`config.mk`:
```
export PLATFORM = sky130hd
export DESIGN_NAME = shsk_xfer_engine
export DESIGN_NICKNAME = d
export VERILOG_FILES = /design/src/rtl/shsk_pkg.sv /design/src/rtl/shsk_decide.sv /design/src/rtl/shsk_outbuf.sv /design/src/rtl/shsk_inbuf.sv /design/src/rtl/shsk_xfer_engine.sv
export SDC_FILE = /design/constraint.sdc
export NUM_CORES = 1
export LEC_CHECK = 0
export ABC_AREA = 1
export BUFFER_PORTS_ARGS = -buffer_cell sky130_fd_sc_hd__buf_2
export CAP_MARGIN = 5
export CORE_ASPECT_RATIO = 1.25
export CORE_MARGIN = 5
export CORE_UTILIZATION = 35
export DETAILED_ROUTE_END_ITERATION = 6
export GPL_TIMING_DRIVEN = 0
export HOLD_SLACK_MARGIN = 0.03
export PLACE_DENSITY = 0.47
export SLEW_MARGIN = 20
export SYNTH_ARGS = -nofsm -noshare
export SYNTH_HDL_FRONTEND = slang
export SYNTH_SLANG_ARGS = --single-unit
export TNS_END_PERCENT = 10
```
`constraint.sdc`:
```
create_clock -name clk -period 4.1 [get_ports clk]
set_clock_uncertainty 0.05 [all_clocks]
set_input_delay 0.82 -clock clk [delete_from_list [all_inputs] [get_ports clk]]
set_output_delay 0.82 -clock clk [all_outputs]
set_load 0.005 [all_outputs]
```
`src/rtl/shsk_pkg.sv`:
```
package shsk_pkg;

  typedef enum logic [2:0] {
    ACT_NONE,
    ACT_STORE,
    ACT_LOAD,
    ACT_SYNC,
    ACT_CLOSE
  } shsk_act_e;

  function automatic logic pair_moved(input logic tip_a, input logic tack_a,
                                      input logic tip_b, input logic tack_b);
    return (tip_a != tip_b) || (tack_a != tack_b);
  endfunction

  function automatic logic act_sets_flag(input shsk_act_e a);
    return a != ACT_NONE;
  endfunction

endpackage

```
`src/rtl/shsk_decide.sv`:
```
module shsk_decide
  import shsk_pkg::*;
(
  input  logic      cur_tip_n,
  input  logic      cur_tack_n,
  input  logic      last_tip_n,
  input  logic      last_tack_n,
  input  logic      dir_out,
  input  logic      out_room,
  input  logic      in_pending,
  output shsk_act_e act,
  output logic      want_req
);

  logic moved;
  logic tack_toggled;

  assign moved        = pair_moved(cur_tip_n, cur_tack_n, last_tip_n, last_tack_n);
  assign tack_toggled = (cur_tack_n != last_tack_n);

  always_comb begin
    act      = ACT_NONE;
    want_req = 1'b0;
    if (!cur_tip_n) begin
      // transfer active: a moved pair frames one byte
      if (moved) begin
        if (dir_out) begin
          if (out_room) act = ACT_STORE;
        end else if (in_pending) begin
          act = ACT_LOAD;
        end
      end
    end else begin
      if (last_tip_n && tack_toggled) begin
        act = ACT_SYNC;
      end else begin
        if (!last_tip_n) act = ACT_CLOSE;
        want_req = in_pending;
      end
    end
  end

endmodule

```
`src/rtl/shsk_outbuf.sv`:
```
module shsk_outbuf #(
  parameter int DATA_W = 8,
  parameter int DEPTH  = 16,
  localparam int AW    = $clog2(DEPTH),
  localparam int CW    = $clog2(DEPTH + 1)
) (
  input  logic              clk,
  input  logic              rst_n,
  input  logic              push,
  input  logic [DATA_W-1:0] push_data,
  input  logic              flush,
  input  logic [AW-1:0]     rd_addr,
  output logic [DATA_W-1:0] rd_data,
  output logic [CW-1:0]     cnt,
  output logic              room
);

  logic [DATA_W-1:0] mem [DEPTH];

  function automatic logic has_room(input logic [CW-1:0] c);
    return c < CW'(DEPTH);
  endfunction

  function automatic logic [CW-1:0] bump(input logic [CW-1:0] c);
    return c + CW'(1);
  endfunction

  assign room    = has_room(cnt);
  assign rd_data = mem[rd_addr];

  always_ff @(posedge clk) begin
    if (push && room) mem[cnt[AW-1:0]] <= push_data;
  end

  always_ff @(posedge clk or negedge rst_n) begin
    if (!rst_n)             cnt <= '0;
    else if (flush)         cnt <= '0;
    else if (push && room)  cnt <= bump(cnt);
  end

endmodule

```
`src/rtl/shsk_inbuf.sv`:
```
module shsk_inbuf #(
  parameter int DATA_W = 8,
  parameter int DEPTH  = 128,
  localparam int AW    = $clog2(DEPTH),
  localparam int LW    = $clog2(DEPTH + 1)
) (
  input  logic              clk,
  input  logic              rst_n,
  input  logic              wr_en,
  input  logic [AW-1:0]     wr_addr,
  input  logic [DATA_W-1:0] wr_data,
  input  logic              commit,
  input  logic [LW-1:0]     commit_len,
  input  logic              adv,
  output logic [DATA_W-1:0] rd_data,
  output logic [LW-1:0]     idx,
  output logic [LW-1:0]     len,
  output logic              pending,
  output logic              final_byte
);

  logic [DATA_W-1:0] mem [DEPTH];

  function automatic logic [LW-1:0] clamp_len(input logic [LW-1:0] l);
    return (l > LW'(DEPTH)) ? LW'(DEPTH) : l;
  endfunction

  function automatic logic is_final(input logic [LW-1:0] i, input logic [LW-1:0] l);
    return ({1'b0, i} + (LW+1)'(1)) >= {1'b0, l};
  endfunction

  assign pending    = idx < len;
  assign final_byte = is_final(idx, len);
  assign rd_data    = mem[idx[AW-1:0]];

  always_ff @(posedge clk) begin
    if (wr_en) mem[wr_addr] <= wr_data;
  end

  always_ff @(posedge clk or negedge rst_n) begin
    if (!rst_n) begin
      idx <= '0;
      len <= '0;
    end else if (commit) begin
      idx <= '0;
      len <= clamp_len(commit_len);
    end else if (adv && pending) begin
      idx <= idx + LW'(1);
    end
  end

endmodule

```
`src/rtl/shsk_xfer_engine.sv`:
```
module shsk_xfer_engine
  import shsk_pkg::*;
#(
  parameter int DATA_W    = 8,
  parameter int OUT_DEPTH = 16,
  parameter int IN_DEPTH  = 128,
  localparam int OUT_AW   = $clog2(OUT_DEPTH),
  localparam int OUT_CW   = $clog2(OUT_DEPTH + 1),
  localparam int IN_AW    = $clog2(IN_DEPTH),
  localparam int IN_LW    = $clog2(IN_DEPTH + 1)
) (
  input  logic              clk,
  input  logic              rst_n,
  input  logic              dir_out,
  input  logic              pb_wr,
  input  logic              pb_tip_n,
  input  logic              pb_tack_n,
  input  logic              sr_wr,
  input  logic [DATA_W-1:0] sr_wdata,
  input  logic              sr_flag_clr,
  input  logic              rsp_wr,
  input  logic [IN_AW-1:0]  rsp_waddr,
  input  logic [DATA_W-1:0] rsp_wdata,
  input  logic              rsp_commit,
  input  logic [IN_LW-1:0]  rsp_len,
  output logic              treq_n,
  output logic [DATA_W-1:0] sr_q,
  output logic              sr_irq,
  output logic              pkt_valid,
  output logic [OUT_CW-1:0] pkt_len,
  input  logic [OUT_AW-1:0] pkt_raddr,
  output logic [DATA_W-1:0] pkt_rdata
);

  // handshake history (levels of the previous host write)
  logic last_tip_n;
  logic last_tack_n;

  shsk_act_e          act;
  logic               want_req;
  logic [OUT_CW-1:0]  out_cnt;
  logic               out_room;
  logic [DATA_W-1:0]  in_rd_data;
  logic [IN_LW-1:0]   in_idx;
  logic [IN_LW-1:0]   in_len;
  logic               in_pending;
  logic               in_last;

  // named events for the checker
  logic ev_store;
  logic ev_load;
  logic ev_sync;
  logic ev_close;
  logic ev_req_low;
  logic ev_commit_req;
  logic flag_set;

  shsk_decide u_decide (
    .cur_tip_n   (pb_tip_n),
    .cur_tack_n  (pb_tack_n),
    .last_tip_n  (last_tip_n),
    .last_tack_n (last_tack_n),
    .dir_out     (dir_out),
    .out_room    (out_room),
    .in_pending  (in_pending),
    .act         (act),
    .want_req    (want_req)
  );

  assign ev_store      = pb_wr && (act == ACT_STORE);
  assign ev_load       = pb_wr && (act == ACT_LOAD);
  assign ev_sync       = pb_wr && (act == ACT_SYNC);
  assign ev_close      = pb_wr && (act == ACT_CLOSE);
  assign ev_req_low    = pb_wr && want_req;
  assign ev_commit_req = rsp_commit && last_tip_n && (rsp_len != '0);
  assign flag_set      = (pb_wr && act_sets_flag(act)) || rsp_commit;

  shsk_outbuf #(
    .DATA_W (DATA_W),
    .DEPTH  (OUT_DEPTH)
  ) u_outbuf (
    .clk       (clk),
    .rst_n     (rst_n),
    .push      (ev_store),
    .push_data (sr_q),
    .flush     (ev_close),
    .rd_addr   (pkt_raddr),
    .rd_data   (pkt_rdata),
    .cnt       (out_cnt),
    .room      (out_room)
  );

  shsk_inbuf #(
    .DATA_W (DATA_W),
    .DEPTH  (IN_DEPTH)
  ) u_inbuf (
    .clk        (clk),
    .rst_n      (rst_n),
    .wr_en      (rsp_wr),
    .wr_addr    (rsp_waddr),
    .wr_data    (rsp_wdata),
    .commit     (rsp_commit),
    .commit_len (rsp_len),
    .adv        (ev_load),
    .rd_data    (in_rd_data),
    .idx        (in_idx),
    .len        (in_len),
    .pending    (in_pending),
    .final_byte (in_last)
  );

  always_ff @(posedge clk or negedge rst_n) begin
    if (!rst_n) begin
      last_tip_n  <= 1'b1;
      last_tack_n <= 1'b1;
    end else if (pb_wr) begin
      last_tip_n  <= pb_tip_n;
      last_tack_n <= pb_tack_n;
    end
  end

  always_ff @(posedge clk or negedge rst_n) begin
    if (!rst_n)       sr_q <= '0;
    else if (ev_load) sr_q <= in_rd_data;
    else if (sr_wr)   sr_q <= sr_wdata;
  end

  always_ff @(posedge clk or negedge rst_n) begin
    if (!rst_n)                  treq_n <= 1'b1;
    else if (ev_load && in_last) treq_n <= 1'b1;
    else if (ev_sync)            treq_n <= pb_tack_n;
    else if (ev_req_low)         treq_n <= 1'b0;
    else if (ev_commit_req)      treq_n <= 1'b0;
  end

  always_ff @(posedge clk or negedge rst_n) begin
    if (!rst_n)           sr_irq <= 1'b0;
    else if (flag_set)    sr_irq <= 1'b1;
    else if (sr_flag_clr) sr_irq <= 1'b0;
  end

  always_ff @(posedge clk or negedge rst_n) begin
    if (!rst_n) begin
      pkt_valid <= 1'b0;
      pkt_len   <= '0;
    end else begin
      pkt_valid <= ev_close && (out_cnt != '0);
      if (ev_close && (out_cnt != '0)) pkt_len <= out_cnt;
    end
  end

endmodule

```
==> flow_metrics.env, run 1 <==
export IMPL_rsz0062_at_grt="yes"
export IMPL_fillCellCount=13548
export IMPL_synth_distinct_cells=39
export IMPL_grt_pass1_wl_um=259000
export IMPL_wl_per_cell_um=29.5
export IMPL_grt_use_total_pct=24.9
export IMPL_io_pins=69
export IMPL_vias_per_cell=5.30
export IMPL_async_reset_ff_share_pct=3.27
export IMPL_yosysTopAreaCell="edfxtp_1"
export IMPL_postCtsSetupBuffers=0
export IMPL_drt_pass1_iterations=7
export IMPL_clkLatencyLatePin_ns=0.79
export IMPL_crit_path_end_kind="flop"
export IMPL_layout_common_cells="1512 x nand2_1, 1152 x edfxtp_1, 635 x nand3_1"
export IMPL_syn_area_sq_um=49200
export IMPL_min_path_type="input port to async pin"
export IMPL_hold_viol=0
export IMPL_areaGrowthSynthToFinish_pct=14.2
export IMPL_layout_cells_most_common="nand2_1"
export IMPL_htree_levels=3
export IMPL_fin_nets=4519
export IMPL_cts_root_buf="clkbuf_16"
export IMPL_die_h_um=429
export IMPL_crit_path_end="u_outbuf.mem[4][0]"
export IMPL_ys_seq_elements=1191
export IMPL_ys_warn_count=0
export IMPL_grt_pass1_vias=32169
export IMPL_relSlewSlack_pct=17.3
export IMPL_setup_violations=0
export IMPL_drtAntennaViolNets=0
export IMPL_post_route_util_pct=40.3
export IMPL_rr_startpoint="u_inbuf.idx[0]"
export IMPL_totalWireLength_um=189000
export IMPL_clkSlewWorstSetupHoldPaths_ns=0.06
export IMPL_maxCapViolCount=0
export IMPL_worstMarginPinSlew_ns=1.24
export IMPL_worst_ep_required_time_ns=4.43
export IMPL_num_vias=33994
export IMPL_rr_worst_depth=16
export IMPL_fp_row_count=153
export IMPL_remaining_drc_errors=2
export IMPL_gp_congestion=0.977
export IMPL_p_leak_nw=20.4
export IMPL_core_area_sq_um=139000
export IMPL_status="finished with violations"
export IMPL_syn_num_nets=4314
export IMPL_cts_tree="built"
export IMPL_numCtsBuffers=119
export IMPL_grt_antenna_before_repair=6
export IMPL_grt_max_degree=95
export IMPL_layoutNonFillerInstCount=6410
export IMPL_layout_drive_gt1_share_pct=9.69
export IMPL_violations="DRC"
export IMPL_min_period_ns=3.92
export IMPL_critPathArrivalTime_ns=4.25
export IMPL_rrSetupSlack_ns=0.18
export IMPL_clockBufferDepth=3
export IMPL_syn_avg_cell_area_sq_um=11.6
export IMPL_cp_max_fo=10
export IMPL_timing_rr_end="u_outbuf.mem[4][0]"
export IMPL_multi_input_area_sq_um=12200
export IMPL_synth_ff_type="edfxtp_1"
export IMPL_max_freq_mhz=255
export IMPL_cts_sinks=1191
export IMPL_worstSetupPathType="flop to flop"
export IMPL_synth_edf_count=1152
export IMPL_synth_area_leaders="edfxtp_1 70%, nand2_1 12%, nand3_1 6.5%"
export IMPL_critical_path_startpoint_type="flop"
export IMPL_drt_iter0_drc=3660
export IMPL_fp_dieArea_sq_um=148000
export IMPL_critPathMaxStageDelay_ns=0.69
export IMPL_initial_utilization_pct=35.3
export IMPL_die_x_um=345
export IMPL_fin_crit_sh_pct=95.6
export IMPL_crit_chain="buf_4, inv_2, buf_6, buf_4, buf_4, ha_1, inv_1, a21oi_1, o21ai_0, nand4_1, nand4_1, nand2_1, nand2_1, nand2_1, clkbuf_1, nor3_2"
export IMPL_synthCells=4246
export IMPL_ys_seq_area_share_pct=72.3
export IMPL_portBuffers=60
export IMPL_maxSlewViolCount=0
export IMPL_power_density_nw_per_um2=466
export IMPL_power_total_mw=26.1
export IMPL_gr_total_overflow=0
export IMPL_cp_startpoint="u_inbuf.idx[0]"
export IMPL_vdd_drop_max_v=0.000361
export IMPL_cp_slowest_cell="nor3_2"
export IMPL_dp_hpwl_um=136000
export IMPL_seq_area_sq_um=35600
export IMPL_dp_cells=6190
export IMPL_synth_top_area_share_pct=70.4
-- critical path, delay by kind of cell (launching register included) --
family          cells  cell delay (ns)
simple gates        6             1.30
compound gates      2             0.25
fa+ha+maj           1             0.19
flops               1             0.39
buf+inv             7             1.33
-- where the power goes --
part	switching (mW)	internal, mW
combinational	1.35	0.390
clock	4.81	6.01
sequential	0.109	13.5
total	6.27	19.9
-- through the flow --
stage / setup TNS, ns / hold WS (ns) / area (sq um) / worst slack [ns]
CTS: 0 / 0.151 / 56100 / 0.101
floorplan: 0 / 0.401 / 49200 / 1.04
global placement: -34.42 / 0.411 / 51800 / -0.481
finish: 0 / 0.147 / 56100 / 0.180
detailed placement: -0.721 / 0.422 / 52400 / -0.0860
global route: -0.864 / 0.238 / 56100 / -0.0589
-- layout make-up --
| cell class | count | area share (%) |
|---|---|---|
| sequential | 1191 | 63.4 |
| multi-input combinational | 2710 | 21.6 |
| clock buffer | 140 | 5.52 |
| tap | 1860 | 4.15 |
| buffer | 251 | 2.19 |
| timing repair buffer | 84 | 1.30 |
| clock inverter | 79 | 1.20 |
| inverter | 94 | 0.629 |
| antenna | 1 | 0.00446 |
-- per-layer routing --
metal	vias up	wire length, um	global-route usage (%)
met2	1420	91700	42.2
met4	4	12900	14.4
met5	-	22	0
met3	360	12500	3.24
met1	16964	72200	30.7
li1	15246	-	-
-- timing repair --
action,CTS,global route
endpoints found under the setup margin,8,27
pin swaps,0,0
hold buffers,0,0
gates resized for setup,1,0
gates cloned,0,0
-- kinds of logic after synthesis --
kind of cell,synth area share [%]
XOR/XNOR,0.178
multiplexers,0.651
adder cells (fa/ha/maj),0.585
AO/OA/AOI/OAI,3.22
AND/OR/NAND/NOR,19.8
flip-flops,72.3
buffers and inverters,3.21
-- synthesized netlist by cell type, drive strengths merged, types with 5 or more instances --
cell type,instances
nor4,7
nor2,168
ha,23
clkbuf,87
nand2,1513
buf,164
a21oi,179
nand3,636
dfrtp,36
edfxtp,1152
inv,91
o22ai,8
xor2,9
a211oi,5
o211ai,32
nand4,10
nor3,20
mux2i,32
o21ai,59
-- state kept, by name, summed over array words and instances (netlist names) --
| name | count |
|---|---|
| u_outbuf.cnt | 5 |
| pkt_valid | 1 |
| u_inbuf.idx | 8 |
| sr_q | 8 |
| last_tip_n | 1 |
| last_tack_n | 1 |
| u_inbuf.len | 8 |
| u_inbuf.mem | 1024 |
| u_outbuf.mem | 128 |
| sr_irq | 1 |
| treq_n | 1 |
| pkt_len | 5 |
-- worst min-delay path by stage --
stage	startpoint	endpoint	slack [ns]	depth (start not counted)
2_1_floorplan	last_tack_n	last_tack_n	0.40	2
3_3_place_gp	last_tack_n	last_tack_n	0.41	2
3_5_place_dp	pkt_len[1]	pkt_len[1]	0.42	2
4_1_cts	rst_n	pkt_len[4]	0.15	1
5_1_grt	pb_tack_n	last_tack_n	0.24	3
6_report	rst_n	pkt_len[0]	0.15	1
No activity file was read; power rests on OpenSTA's default activity.
==> run 2: changes to the inputs <==
- clock period: 4.1 -> 4.4 ns (I/O delays scaled with it)
==> flow_metrics.env, run 2 (synthesis gave the netlist of run 1 again) <==
export IMPL_status="finished, final reports clean"
export IMPL_layout_cells_most_common="nand2_1"
export IMPL_swShare_pct=24.0
export IMPL_layout_common_cells="1512 x nand2_1, 1152 x edfxtp_1, 635 x nand3_1"
export IMPL_grt_use_total_pct=24.9
export IMPL_fin_ws_ns=0.361
export IMPL_fp_dieArea_sq_um=148000
export IMPL_vdd_drop_max_v=0.000337
export IMPL_drt_pass1_iterations=6
export IMPL_power_density_nw_per_um2=434
export IMPL_htree_levels=3
export IMPL_max_freq_mhz=248
export IMPL_numCtsBuffers=119
export IMPL_largest_register_ffs=1024
export IMPL_drt_iter0_drc=3663
export IMPL_maxCapViolCount=0
export IMPL_layoutNonFillerInstCount=6410
export IMPL_grt_max_degree=95
export IMPL_worstSetupPathType="flop to flop"
export IMPL_clkSlewWorstSetupHoldPaths_ns=0.06
export IMPL_critPathArrivalTime_ns=4.36
export IMPL_grt_antenna_before_repair=6
export IMPL_grt_pass1_wl_um=259000
export IMPL_layout_drive_gt1_share_pct=9.67
export IMPL_remaining_drc_errors=0
export IMPL_cts_tree="built"
export IMPL_io_pins=69
export IMPL_timing_hold_ws_ns=0.205
export IMPL_dp_cells=6190
export IMPL_p_leak_nw=20.4
export IMPL_seq_area_sq_um=35600
export IMPL_gp_congestion=0.977
export IMPL_cp_max_fo=10
export IMPL_cts_resized=0
export IMPL_preCtsSetupSlack_ns=0.214
export IMPL_vias_per_cell=5.31
export IMPL_fp_row_count=153
export IMPL_portBuffers=60
export IMPL_drtAntennaViolNets=0
export IMPL_worst_ep_required_time_ns=4.72
export IMPL_critical_path_startpoint_type="flop"
export IMPL_dp_hpwl_um=136000
export IMPL_grt_pass1_vias=32169
export IMPL_setup_violations=0
export IMPL_fin_nets=4519
export IMPL_cts_root_buf="clkbuf_16"
export IMPL_totalWireLength_um=189000
export IMPL_cts_sinks=1191
export IMPL_min_path_type="input port to async pin"
export IMPL_clkLatencyLatePin_ns=0.79
export IMPL_cts_hold_buf=0
export IMPL_fin_crit_sh_pct=91.8
export IMPL_wl_per_cell_um=29.5
export IMPL_multi_input_area_sq_um=12100
export IMPL_die_h_um=429
export IMPL_initial_utilization_pct=35.3
export IMPL_top_regs="u_inbuf.mem (1024), u_outbuf.mem (128)"
export IMPL_fillCellCount=13547
export IMPL_crit_path_end_kind="flop"
export IMPL_switchingPower_mw=5.84
export IMPL_die_x_um=345
export IMPL_post_dp_cell_area_sq_um=52400
export IMPL_clockBufferDepth=3
export IMPL_tns_ns=0
export IMPL_areaGrowthSynthToFinish_pct=14.2
export IMPL_relSlewSlack_pct=17.9
export IMPL_core_area_sq_um=139000
export IMPL_final_area_sq_um=56100
export IMPL_power_frac_seq_pct=52.0
export IMPL_worstMarginPinSlew_ns=1.23
export IMPL_postCtsSetupBuffers=0
export IMPL_p_comb_share_pct=6.7
export IMPL_gr_total_overflow=0
export IMPL_power_internal_mw=18.5
export IMPL_num_vias=34007
export IMPL_rsz0062_at_grt="no"
export IMPL_hold_viol=0
export IMPL_power_frac_clock_pct=41.4
export IMPL_min_period_ns=4.04
export IMPL_maxSlewViolCount=0
export IMPL_largest_register="u_inbuf.mem"
==> run 2: cell counts in the layout (fill, tap and decap cells not counted) <==
Identical to the previous run, type by type.
==> run 2: worst paths after layout <==
check | from | end | slack (ns) | depth (start not counted)
max in group asynchronous | rst_n | sr_q[6] | 3.53 | 1
max | u_inbuf.idx[0] | u_outbuf.mem[0][1] | 0.36 | 16
min reg2reg | last_tack_n | last_tack_n | 0.43 | 2
max reg2reg | u_inbuf.idx[0] | u_outbuf.mem[0][1] | 0.36 | 16
min | rst_n | pkt_len[0] | 0.20 | 1
min in group clk | pb_tack_n | last_tack_n | 0.30 | 3
==> run 2: worst max-delay path: stages, from the launching register on <==
cell and delay (ns):
dfrtp_1 0.39, buf_4 0.32, inv_2 0.07, buf_6 0.15, buf_4 0.21, buf_4 0.20, ha_1 0.19, inv_1 0.05
a21oi_1 0.05, o21ai_0 0.20, nand4_1 0.14, nand4_1 0.12, nand2_1 0.06, nand2_1 0.18, nand2_1 0.11, clkbuf_1 0.32
nor2_1 0.81
==> run 2: cell type report <==
class                   count  share of cell area [%]
flip-flops and latches   1191                    63.4
multi-input cells        2710                    21.6
clock buffers             140                    5.52
well taps                1860                    4.15
plain buffers             251                    2.19
repair buffers             84                    1.30
clock inverters            79                    1.20
inverters                  94                   0.629
diodes                      1                 0.00446
==> run 2: metrics by stage <==
step           total power, mW  util [%]
2_1_floorplan             13.6         -
3_3_place_gp              14.5      37.2
3_5_place_dp              14.5      37.6
4_1_cts                   24.5      40.3
5_1_grt                   25.0      40.3
6_report                  24.4      40.3
==> run 2: power groups by stage <==
stage	clock, mW	sequential, mW	combinational, mW
2_1_floorplan	0	12.9	0.701
3_3_place_gp	0	12.9	1.55
3_5_place_dp	0	12.9	1.61
4_1_cts	10.2	12.7	1.61
5_1_grt	10.7	12.7	1.72
6_report	10.1	12.7	1.62
==> run 2: layer usage <==
metal  share of wire, %  GRT usage, %  wire length, um
met1                 38          30.7            72200
met2                 48          42.2            91700
met3                6.6          3.24            12500
met4                6.8          14.4            12900
met5              0.012             0               22
